===== config.mk =====
export PLATFORM = sky130hd
export DESIGN_NAME = tx_poll_master
export DESIGN_NICKNAME = d
export VERILOG_FILES = /design/src/rtl/tx_poll_pkg.sv /design/src/rtl/tx_rr_pick.sv /design/src/rtl/tx_poll_fsm.sv /design/src/rtl/tx_cell_sender.sv /design/src/rtl/tx_poll_master.sv
export SDC_FILE = /design/constraint.sdc
export NUM_CORES = 1
export LEC_CHECK = 0
export ABC_AREA = 1
export BUFFER_PORTS_ARGS = -buffer_cell sky130_fd_sc_hd__buf_2
export CAP_MARGIN = 20
export CORE_UTILIZATION = 30
export CTS_BUF_LIST = sky130_fd_sc_hd__clkbuf_8
export DETAILED_ROUTE_END_ITERATION = 8
export PLACE_DENSITY = 0.62
export SLEW_MARGIN = 20
export SYNTH_ARGS = -nofsm -noshare
export SYNTH_HDL_FRONTEND = slang
export SYNTH_SLANG_ARGS = --single-unit

===== constraint.sdc =====
create_clock -name clk_i -period 3.3 [get_ports clk_i]
set_input_delay 0.66 -clock clk_i [delete_from_list [all_inputs] [get_ports clk_i]]
set_output_delay 0.66 -clock clk_i [all_outputs]
set_load 0.1 [all_outputs]

===== src/rtl/tx_poll_pkg.sv =====
package tx_poll_pkg;
  localparam int unsigned ADDR_W = 8;
  localparam logic [ADDR_W-1:0] NULL_ADDR = 8'hFF;

  typedef enum logic [1:0] {
    P_IDLE,
    P_ADDR,
    P_WAIT,
    P_HIT
  } poll_st_e;
endpackage


===== src/rtl/tx_rr_pick.sv =====
module tx_rr_pick #(
  parameter int unsigned NUM_PORTS = 4,
  parameter int unsigned IDX_W     = 2
) (
  input  logic [NUM_PORTS-1:0] req_i,
  input  logic [IDX_W-1:0]     ptr_i,
  output logic                 found_o,
  output logic [IDX_W-1:0]     idx_o
);
  // first requester at or after ptr_i, wrapping
  always_comb begin
    found_o = |req_i;
    idx_o   = '0;
    for (int k = NUM_PORTS - 1; k >= 0; k--) begin
      int j;
      j = int'(ptr_i) + k;
      if (j >= int'(NUM_PORTS)) j = j - int'(NUM_PORTS);
      if (req_i[j]) idx_o = IDX_W'(j);
    end
  end
endmodule


===== src/rtl/tx_poll_fsm.sv =====
module tx_poll_fsm
  import tx_poll_pkg::*;
#(
  parameter int unsigned NUM_PORTS = 4,
  parameter int unsigned IDX_W     = 2
) (
  input  logic                 clk_i,
  input  logic                 rst_ni,
  input  logic                 clav_i,
  input  logic [NUM_PORTS-1:0] ready_i,
  input  logic                 busy_i,
  input  logic [IDX_W-1:0]     busy_port_i,
  input  logic                 start_ok_i,
  output logic [ADDR_W-1:0]    addr_o,
  output logic                 grant_o,
  output logic [IDX_W-1:0]     grant_port_o
);
  poll_st_e              st_q;
  logic [IDX_W-1:0]      cand_q, rr_q, pick_idx, cand_inc;
  logic [NUM_PORTS-1:0]  busy_mask, elig;
  logic                  pick_found;

  // port on the bus is not polled again until its cell is out
  assign busy_mask = busy_i ? ({{(NUM_PORTS-1){1'b0}}, 1'b1} << busy_port_i) : '0;
  assign elig      = ready_i & ~busy_mask;
  assign cand_inc  = (cand_q == IDX_W'(NUM_PORTS - 1)) ? '0 : cand_q + 1'b1;

  tx_rr_pick #(.NUM_PORTS(NUM_PORTS), .IDX_W(IDX_W)) u_pick (
    .req_i   (elig),
    .ptr_i   (rr_q),
    .found_o (pick_found),
    .idx_o   (pick_idx)
  );

  always_ff @(posedge clk_i or negedge rst_ni) begin
    if (!rst_ni) begin
      st_q   <= P_IDLE;
      cand_q <= '0;
      rr_q   <= '0;
    end else begin
      unique case (st_q)
        P_IDLE: if (pick_found) begin
          cand_q <= pick_idx;
          st_q   <= P_ADDR;
        end
        P_ADDR: st_q <= P_WAIT;
        P_WAIT: begin
          if (clav_i && ready_i[cand_q]) begin
            st_q <= P_HIT;
          end else begin
            st_q <= P_IDLE;
            rr_q <= cand_inc;
          end
        end
        P_HIT: if (start_ok_i) begin
          st_q <= P_IDLE;
          rr_q <= cand_inc;
        end
        default: st_q <= P_IDLE;
      endcase
    end
  end

  assign addr_o       = (st_q == P_ADDR || st_q == P_WAIT) ? ADDR_W'(cand_q) : NULL_ADDR;
  assign grant_o      = (st_q == P_HIT) && start_ok_i;
  assign grant_port_o = cand_q;

  AST_ADDR_HELD: assert property (@(posedge clk_i) disable iff (!rst_ni)
    (st_q == P_WAIT) |-> ($stable(addr_o) && addr_o != NULL_ADDR));
  AST_HIT_NEEDS_CLAV: assert property (@(posedge clk_i) disable iff (!rst_ni)
    (st_q == P_HIT && $past(st_q) == P_WAIT) |-> $past(clav_i));
endmodule


===== src/rtl/tx_cell_sender.sv =====
module tx_cell_sender #(
  parameter int unsigned NUM_PORTS  = 4,
  parameter int unsigned DATA_W     = 32,
  parameter int unsigned CELL_WORDS = 12,
  parameter int unsigned IDX_W      = 2
) (
  input  logic                        clk_i,
  input  logic                        rst_ni,
  input  logic                        start_i,
  input  logic [IDX_W-1:0]            start_port_i,
  input  logic [NUM_PORTS*DATA_W-1:0] q_data_i,
  output logic                        busy_o,
  output logic [IDX_W-1:0]            port_o,
  output logic                        last_o,
  output logic [NUM_PORTS-1:0]        q_rd_o,
  output logic [DATA_W-1:0]           tx_data_o,
  output logic                        tx_enb_no,
  output logic                        tx_soc_o,
  output logic                        tx_prty_o
);
  localparam int unsigned CNT_W = (CELL_WORDS > 1) ? $clog2(CELL_WORDS) : 1;

  logic              busy_q;
  logic [IDX_W-1:0]  port_q;
  logic [CNT_W-1:0]  cnt_q;
  logic [DATA_W-1:0] word_nxt;

  assign last_o   = busy_q && (cnt_q == CNT_W'(CELL_WORDS - 1));
  assign busy_o   = busy_q;
  assign port_o   = port_q;
  assign word_nxt = busy_q ? q_data_i[port_q*DATA_W +: DATA_W] : '0;

  for (genvar g = 0; g < NUM_PORTS; g++) begin : g_rd
    assign q_rd_o[g] = busy_q && (port_q == IDX_W'(g));
  end

  always_ff @(posedge clk_i or negedge rst_ni) begin
    if (!rst_ni) begin
      busy_q <= 1'b0;
      port_q <= '0;
      cnt_q  <= '0;
    end else if (start_i) begin
      busy_q <= 1'b1;
      port_q <= start_port_i;
      cnt_q  <= '0;
    end else if (last_o) begin
      busy_q <= 1'b0;
    end else if (busy_q) begin
      cnt_q <= cnt_q + 1'b1;
    end
  end

  // registered line side
  always_ff @(posedge clk_i or negedge rst_ni) begin
    if (!rst_ni) begin
      tx_data_o <= '0;
      tx_enb_no <= 1'b1;
      tx_soc_o  <= 1'b0;
      tx_prty_o <= 1'b1;
    end else begin
      tx_data_o <= word_nxt;
      tx_enb_no <= !busy_q;
      tx_soc_o  <= busy_q && (cnt_q == '0);
      tx_prty_o <= ~^word_nxt;
    end
  end

  AST_RD_ONEHOT: assert property (@(posedge clk_i) disable iff (!rst_ni)
    $onehot0(q_rd_o));
  AST_CELL_HELD: assert property (@(posedge clk_i) disable iff (!rst_ni)
    (busy_q && !last_o) |=> busy_q);
  AST_SOC_ENB: assert property (@(posedge clk_i) disable iff (!rst_ni)
    tx_soc_o |-> !tx_enb_no);
  AST_ODD_PARITY: assert property (@(posedge clk_i) disable iff (!rst_ni)
    (^{tx_data_o, tx_prty_o}) == 1'b1);
  AST_START_FREE: assert property (@(posedge clk_i) disable iff (!rst_ni)
    start_i |-> (!busy_q || last_o));
endmodule


===== src/rtl/tx_poll_master.sv =====
module tx_poll_master
  import tx_poll_pkg::*;
#(
  parameter int unsigned NUM_PORTS  = 4,
  parameter int unsigned DATA_W     = 32,
  parameter int unsigned CELL_WORDS = 12
) (
  input  logic                        clk_i,
  input  logic                        rst_ni,
  input  logic                        clav_i,
  input  logic [NUM_PORTS-1:0]        q_ready_i,
  input  logic [NUM_PORTS*DATA_W-1:0] q_data_i,
  output logic [NUM_PORTS-1:0]        q_rd_o,
  output logic [DATA_W-1:0]           tx_data_o,
  output logic                        tx_enb_no,
  output logic                        tx_soc_o,
  output logic                        tx_prty_o,
  output logic [7:0]                  tx_addr_o
);
  localparam int unsigned IDX_W = (NUM_PORTS > 1) ? $clog2(NUM_PORTS) : 1;

  logic             busy, last, grant;
  logic [IDX_W-1:0] busy_port, grant_port;

  tx_poll_fsm #(.NUM_PORTS(NUM_PORTS), .IDX_W(IDX_W)) u_poll (
    .clk_i        (clk_i),
    .rst_ni       (rst_ni),
    .clav_i       (clav_i),
    .ready_i      (q_ready_i),
    .busy_i       (busy),
    .busy_port_i  (busy_port),
    .start_ok_i   (!busy || last),
    .addr_o       (tx_addr_o),
    .grant_o      (grant),
    .grant_port_o (grant_port)
  );

  tx_cell_sender #(
    .NUM_PORTS(NUM_PORTS), .DATA_W(DATA_W), .CELL_WORDS(CELL_WORDS), .IDX_W(IDX_W)
  ) u_send (
    .clk_i        (clk_i),
    .rst_ni       (rst_ni),
    .start_i      (grant),
    .start_port_i (grant_port),
    .q_data_i     (q_data_i),
    .busy_o       (busy),
    .port_o       (busy_port),
    .last_o       (last),
    .q_rd_o       (q_rd_o),
    .tx_data_o    (tx_data_o),
    .tx_enb_no    (tx_enb_no),
    .tx_soc_o     (tx_soc_o),
    .tx_prty_o    (tx_prty_o)
  );
endmodule


Word level (Yosys, flattened, before mapping)
Index checks and enable logic that the tools add are counted.
Widths: inputs -> output; s select.
{ "word_totals": {"output_inout_bits": 47, "elab_cells": 105, "in_bits": 135, "register_bits": 48} }
{ "classes": {"shifts": 2, "add_sub_neg": 9, "muxes": 38, "bitwise": 2, "order_cmp": 9, "reduce_logical": 23, "n_eq_ne": 12} }
{ "ops": {"columns": ["operator", "count"], "rows": [
  ["$mux 32", 5],
  ["$lt 32x4->1 const B", 4],
  ["$shiftx 128x8->32", 1],
  ["$reduce_xnor 32->1", 1],
  ["$mux 2", 10],
  ["$mux 4", 4],
  ["$sub 3x3->4 const B", 3],
  ["$mux 1", 11],
  ["$bmux 1 s2", 5],
  ["$eq 2x2->1 const B", 5],
  ["$ge 3x3->1 const B", 3],
  ["$logic_and 1x1->1", 8],
  ["$mux 8", 1],
  ["$pmux 2 s4", 1],
  ["$add 2x2->3 const B", 2],
  ["$ne 2x1->1 const B", 3],
  ["$reduce_and 2->1", 3],
  ["$reduce_bool 2->1", 3],
  ["$add 4x1->4 const B", 1],
  ["$and 4x4->4", 1],
  ["$eq 2x1->1 const B", 2],
  ["$eq 4x4->1 const B", 1],
  ["$logic_not 2->1", 2],
  ["$logic_not 4->1", 1],
  ["other kinds (13)", 14]
]} }

Depth between registers and ports, before layout
Gate-level depths: netlist (run 1).
{ "depth": {"depth_word": 11, "ltp_mapped": 20, "ltp_nobuf": 18} }

By module
A second synthesis (run 1) with hierarchy kept.
{ "unflattened": {"cells_unflattened": 826, "hier_area_um2": 4499.3} }
{ "by_module_without_submodules": {"columns": ["mod", "area_each_um2", "seq_area_each_um2", "cells_each", "instances"], "rows": [
  ["tx_cell_sender", 3788.6, 1053.5, 707, 1],
  ["tx_poll_fsm", 514.2, 150.1, 71, 1],
  ["tx_rr_pick", 188.9, 0.0, 46, 1],
  ["tx_poll_master", 7.5, 0.0, 2, 1]
]} }

Least setup slack after synthesis (run 1)
OpenSTA, ideal clock, no wires.
{ "synth_path": {"path_kind": "reg2reg", "start": "reg u_send.port_q[1] (netlist: u_send.port_o[1])", "end": "reg u_poll.cand_q[1] (netlist: u_poll.grant_port_o[1])", "required_time_ns": 3.235, "path_slack_ns": 0.305, "stages_incl_launch_ff": 18, "n_path_buf": 2, "arrival_ns": 2.930, "setup_ns": 0.065, "synth_period_minus_slack_ns": 2.995, "cell_sequence": "dfrtp_1 -> buf_4 -> inv_2 -> buf_4 -> nand2_1 -> nor2_1 -> nor2_1 -> nand2_1 -> o21ai_1 -> nand2_1 -> nand2_1 -> nor3_2 -> nand2_1 -> nand2_1 -> nand2_1 -> nand2_1 -> nand2_1 -> nand2_1"} }
{ "synth_between": {"elab_chain_len": 11, "word_cells_on_any_way": 22, "cone_classes": "shift: 1; mux: 17; bitwise: 2; reduce/logical: 2"} }
{ "synth_lines": {"columns": ["element", "line_no", "rtl"], "rows": [
  ["start, declared", "tx_cell_sender.sv:24", "logic [IDX_W-1:0] port_q;"],
  ["start signal, assigned", "tx_cell_sender.sv:44", "port_q <= start_port_i;"],
  ["$shl 1x2->4 (*)", "tx_poll_fsm.sv:24", "assign busy_mask = busy_i ? ({{(NUM_PORTS-1){1'b0}}, 1'b1} << busy_port_i) : '0;"],
  ["$mux 4 (*)", "tx_poll_fsm.sv:24", null],
  ["$not 4->4 (*)", "tx_poll_fsm.sv:25", "assign elig = ready_i & ~busy_mask;"],
  ["$and 4x4->4 (*)", "tx_poll_fsm.sv:25", null],
  ["$bmux 1 s2", "tx_rr_pick.sv:18", "if (req_i[j]) idx_o = IDX_W'(j);"],
  ["$mux 1 (not written as such) (2 in a row)", "tx_rr_pick.sv:18", null],
  ["$mux 2 (4 in a row)", "tx_rr_pick.sv:18", null],
  ["end signal, assigned", "tx_poll_fsm.sv:43", "cand_q <= pick_idx;"],
  ["end, declared", "tx_poll_fsm.sv:19", "logic [IDX_W-1:0] cand_q, rr_q, pick_idx, cand_inc;"]
]} }
Every way passes the cells marked *; elsewhere a longest branch is shown, timed or not. The select of a mux whose other input is x is not followed.
A chain may end at the register's enable or synchronous reset.

Worst setup path in the final report (run 1)
{ "layout_path": {"start": "reg u_send.port_q[1] (netlist: u_send.port_o[1])", "end": "out q_rd_o[0]"} }
{ "layout_between": {"elab_chain_len": 2} }
{ "layout_lines": {"columns": ["element", "line_no", "rtl"], "rows": [
  ["$logic_not 2->1", "tx_cell_sender.sv:34", "assign q_rd_o[g] = busy_q && (port_q == IDX_W'(g));"],
  ["$logic_and 1x1->1", "tx_cell_sender.sv:34", null],
  ["end, declared", "tx_poll_master.sv:13", "output logic [NUM_PORTS-1:0] q_rd_o,"]
]} }
Every way passes these cells.

==> results of run 1 <==
[metal layers]
metal  wire length [µm]  share of wire  GRT usage  up-vias
met5                  0              0          0        -
met1               5890           0.44      0.230     2170
li1                   -              -          -     2691
met3                887          0.067     0.0277       15
met2               6350           0.48      0.305      147
met4                201          0.015     0.0455        0
[cell type report]
type | count | share of cell area
Multi-Input combinational cell | 628 | 0.487
Timing Repair Buffer | 190 | 0.183
Sequential cell | 48 | 0.226
Inverter | 62 | 0.0441
Clock buffer | 6 | 0.0155
Tap cell | 180 | 0.0422
Clock inverter | 2 | 0.00281
[worst paths after layout]
kind / start / slack, ns / endpoint / cells after the start
setup / recovery: u_send.port_o[1] / 0.47 / q_rd_o[0] / 4
hold / removal: rst_ni / 0.41 / u_send.tx_data_o[10] / 1
setup reg to reg: u_send.port_o[1] / 0.68 / u_send.tx_prty_o / 14
hold reg to reg: u_send.cnt_q[3] / 0.49 / u_send.tx_soc_o / 1
max in group asynchronous: rst_ni / 2.21 / u_send.tx_prty_o / 2
min in group clk_i: u_send.cnt_q[3] / 0.49 / u_send.tx_soc_o / 1
[registers in the layout, indices dropped and copies added, names as in the netlist, 2 cells and up]
| name | count |
|---|---|
| u_send.cnt_q | 4 |
| u_send.tx_data_o | 32 |
| u_send.port_o | 2 |
| u_poll.st_q | 2 |
| u_poll.rr_q | 2 |
| u_poll.grant_port_o | 2 |
[worst register-to-register path, delay by kind of cell (launching register included)]
family           cells  cell delay, ns
and+or+nand+nor     14            1.90
DFF                  1            0.66
[cells in the final DEF (no fill, tap or decap), drive strengths merged]
| master | n |
|---|---|
| nand2 | 474 |
| buf | 190 |
| nand3 | 68 |
| inv | 61 |
| dfrtp | 46 |
| nor2 | 35 |
| o21ai | 18 |
| nand4 | 10 |
| a21oi | 7 |
| ha | 6 |
| clkbuf | 6 |
| o22ai | 2 |
| clkinvlp | 2 |
| dfstp | 2 |
| nor3 | 2 |
| clkinv | 1 |
| o31ai | 1 |
| xor2 | 1 |
| a31oi | 1 |
| a22oi | 1 |
| xnor2 | 1 |
| nor4 | 1 |
[kinds of logic (layout without fill, tap and decap cells)]
kind of cell | after synthesis | after routing | synth area share
XOR/XNOR | 2 | 2 | 0.00410
flip-flops | 48 | 48 | 0.281
AO/OA/AOI/OAI | 30 | 30 | 0.0380
buffers and inverters | 103 | 260 | 0.112
adder cells (fa/ha/maj) | 6 | 6 | 0.0175
AND/OR/NAND/NOR | 590 | 590 | 0.547
[stage by stage]
stage,setup slack [ns],hold WS [ns]
floorplan,0.305,0.364
finish,0.474,0.409
global placement,0.708,0.468
global route,0.306,0.476
CTS,0.441,0.462
detailed placement,0.680,0.479
==> results.yml, run 1 <==
critical_path:
  cp.required_ns: 2.64
  critical_path.cell_chain: "inv_2, nand2_1, nor2_1, buf_2"
  end_kind: "output pin"
  crit_family: "buffers and inverters"
  critPathMaxFanout: 35
  cp_slowest_cell: "dfrtp_2"
  arrival_ns: 2.17
  cp-start-kind: "register"
  critical_path_buf_inv_count: 2
  worstSetupPathType: "register to output pin"
  cp_slowest_stage_delay_ns: 0.66
drt:
  wire_per_inst_um: 11.9
  first_pass_iters: 5
  viasPerCell: 4.50
  drtIter0Drc: 280
  drtAntennaViolNets: 0
  routed_wirelength_um: 13300
  vias: 5023
  drcViolationCount: 0
finish:
  antenna_cells: 0
  area_delta_synth_final_pct: 24.7
  fillerInstances: 1584
  seq_area_um2: 1210
  final_nets: 1076
  utilization: 0.384
  final_area_um2: 5330
  final-instance-count-excl-fill: 1116
  drive_gt1_frac: 0.228
  multiInputGateArea_um2: 2590
sta:
  hold_viol: 0
  fin_crit_sh: 0.856
  slew_headroom: 0.394
  fmax_mhz: 354
  tightest_slew_ns: 0.905
  final-setup-viol-count: 0
  setup_tns_ns: 0
  period_minus_slack_ns: 2.83
  rsz0062_at_grt: "no"
  maxSlewViolCount: 0
  finalClockSkew_ns: 0.00699
synthesis:
  async_flop_share: 1.00
  synthTopCellsByCount: "nand2_1, nand3_1, inv_1, dfrtp_1, nor2_1"
  synth_nets: 920
  yosysUniqueCellTypes: 30
  ys_ff_latch: 48
  synthTopCellsByArea: "nand2_1, dfrtp_1, nand3_1, inv_1, nor2_1"
  synth_top_cell_by_area: "nand2_1"
  synth_edf_count: 0
  synth_ff_type: "dfrtp_1"
  post-synth-top-count-cell: "nand2_1"
  syn_inst: 779
  yosysSeqAreaShare: 0.281
  synth_area_um2: 4280
  syn_area_per_cell_um2: 5.49
  synth_top_area_frac: 0.416
  yosysWarnings: 0
global_routing:
  grt_first_pass_wirelength_um: 20600
  antenna_found_initial: 0
  overflow: 0
  gr-usage-all-layers: 0.178
  grt_pass1_vias: 4345
  grt_max_degree: 65
floorplan:
  initial_core_util: 0.308
  floorplan.rows: 43
  die_w_um: 121
  fp.coreArea_um2: 13900
  die-area_um2: 14700
  fp.dieH_um: 121
  io_pins: 182
place:
  dpl.cell_count: 1108
  dp_hpwl_um: 10600
  portBuffers: 181
  routabilityCongestion: 0.845
  post_dp_cell_area_um2: 5240
run_status:
  status: "finished clean"
clock_tree:
  post_cts_buffers: 0
  clock_sinks: 48
  cts-resized-gates: 0
  cts_tree: "done"
  clkLatencyLatePin_ns: 0.30
  cts_htree_levels: 2
  numCtsBuffers: 5
  cts_hold_buf: 0
  cts_buffer_depth: 2
  cts_root_buf: "clkbuf_8"
  clkTransAtPathRegs_ns: 0.10
flow_run:
  maxCapViolations: 0
worst_hold_path:
  hp-class: "input pin to asynchronous set/reset pin"
Power of run 1 is left out: the tool's default activity adds up to more than one toggle a clock period on the data nets, which glitch-free logic cannot reach.
==> run 2, diff against run 1 <==
--- a/config.mk
+++ b/config.mk
@@ -7,11 +7,13 @@
 export LEC_CHECK = 0
 export ABC_AREA = 1
 export BUFFER_PORTS_ARGS = -buffer_cell sky130_fd_sc_hd__buf_2
-export CAP_MARGIN = 20
+export CAP_MARGIN = 15
 export CORE_UTILIZATION = 30
 export CTS_BUF_LIST = sky130_fd_sc_hd__clkbuf_8
 export DETAILED_ROUTE_END_ITERATION = 8
+export GPL_TIMING_DRIVEN = 0
 export PLACE_DENSITY = 0.62
+export SKIP_LAST_GASP = 1
 export SLEW_MARGIN = 20
 export SYNTH_ARGS = -nofsm -noshare
 export SYNTH_HDL_FRONTEND = slang
==> results.yml, run 2 (synthesis gave the netlist of run 1 again) <==
run_status:
  status: "finished clean"
sta:
  finalClockSkew_ns: 0.00947
  tightest_slew_ns: 0.641
  setup_tns_ns: 0
  period_minus_slack_ns: 2.53
  rsz0062_at_grt: "no"
  fin_crit_sh: 0.768
  hold_viol: 0
  slew_headroom: 0.573
  final-setup-viol-count: 0
  maxSlewViolCount: 0
  fmax_mhz: 395
drt:
  wire_per_inst_um: 13.6
  drcViolationCount: 0
  drtAntennaViolNets: 0
  first_pass_iters: 5
  vias: 5318
  viasPerCell: 4.63
  drtIter0Drc: 341
  routed_wirelength_um: 15600
finish:
  final_common_cell: "nand2_1"
  top_register: "u_send.tx_data_o"
  area_delta_synth_final_pct: 29.6
  reg.largest.list: "u_send.tx_data_o (32), u_send.cnt_q (4)"
  fillerInstances: 1563
  final_nets: 1108
  layout_common_cells: "nand2_1, buf_2, nand3_1"
  antenna_cells: 0
  drive_gt1_frac: 0.240
  final-instance-count-excl-fill: 1148
  largest_register_ffs: 32
critical_path:
  end_kind: "output pin"
  cp.required_ns: 2.64
  arrival_ns: 1.87
  worstSetupPathType: "register to output pin"
  startpoint: "u_send.port_o[0]"
  critPathMaxFanout: 10
  cp_slowest_stage_delay_ns: 0.44
  cp-start-kind: "register"
  critical_path.cell_chain: "buf_6, inv_4, buf_6, buf_6, nand2_1, nor2_1, buf_2"
  crit_family: "buffers and inverters"
  r2r-start: "u_send.port_o[0]"
  cp_slowest_cell: "buf_2"
  cpMostUsedCell: "buf_6"
  critical_path_buf_inv_count: 5
place:
  dpl.cell_count: 1140
  portBuffers: 181
  dp_hpwl_um: 12200
  routabilityCongestion: 0.859
clock_tree:
  clkLatencyLatePin_ns: 0.32
  numCtsBuffers: 5
  clock_sinks: 48
  cts_hold_buf: 0
  post_cts_buffers: 0
  cts_buffer_depth: 2
  cts_htree_levels: 2
  cts_tree: "done"
  clkTransAtPathRegs_ns: 0.10
  cts-resized-gates: 0
  cts_root_buf: "clkbuf_8"
global_routing:
  grt_max_degree: 49
  overflow: 0
  gr-usage-all-layers: 0.215
  grt_pass1_vias: 4834
  grt_first_pass_wirelength_um: 24200
  antenna_found_initial: 0
floorplan:
  io_pins: 182
  die-area_um2: 14700
  die_w_um: 121
  fp.coreArea_um2: 13900
  floorplan.rows: 43
  initial_core_util: 0.308
  fp.dieH_um: 121
flow_run:
  maxCapViolations: 0
worst_hold_path:
  hp-class: "input pin to asynchronous set/reset pin"
run 2: worst reg2reg max path: stages (launching register included):
cell,delay (ns)
dfrtp_1,0.38
buf_6,0.14
nor2_1,0.24
buf_2,0.31
nand2_1,0.09
nand2_1,0.07
nor2_1,0.06
nand3_1,0.08
nand2_1,0.13
inv_2,0.08
nand2_1,0.06
nand2_1,0.08
nand2_1,0.05
nand2_1,0.06
nand2_1,0.05
nand2_1,0.09
inv_1,0.05
nand2_1,0.05
nand2_1,0.05
run 2: path summary, 6_finish.rpt:
check	end	slack, ns	depth (start not counted)
min in group clk_i	u_send.tx_soc_o	0.48	1
hold reg to reg	u_send.tx_soc_o	0.48	1
max in group asynchronous	u_send.tx_soc_o	2.52	1
setup / recovery	q_rd_o[2]	0.77	7
hold / removal	u_send.tx_data_o[30]	0.36	1
setup reg to reg	u_send.tx_prty_o	1.13	18
run 2: layout make-up:
cell class | count | area (µm²) | area share
well taps | 180 | 225 | 0.0406
inverters | 62 | 235 | 0.0424
plain buffers | 41 | 244 | 0.0440
repair buffers | 181 | 908 | 0.164
clock inverters | 3 | 63.8 | 0.0115
flip-flops and latches | 48 | 1200 | 0.217
multi-input cells | 628 | 2590 | 0.468
clock buffers | 5 | 68.8 | 0.0124
run 2: metal layers:
metal	vias up	share of wire	global-route usage
li1	2754	-	-
met3	21	0.064	0.0263
met4	0	0.023	0.0648
met1	2342	0.45	0.283
met5	-	0	0
met2	201	0.46	0.364
run 2: per-stage QoR:
| step | hold WS (ns) | setup WS [ns] | utilization | cell area (µm²) |
|---|---|---|---|---|
| after floorplan | 0.364 | 0.305 | - | 4280 |
| after global placement | 0.479 | 1.14 | 0.390 | 5410 |
| after detailed placement | 0.470 | 1.12 | 0.390 | 5410 |
| after CTS | 0.384 | 0.753 | 0.399 | 5540 |
| after global routing | 0.404 | 0.674 | 0.399 | 5540 |
| final | 0.359 | 0.765 | 0.399 | 5540 |
Power of run 2 is left out for the same reason.
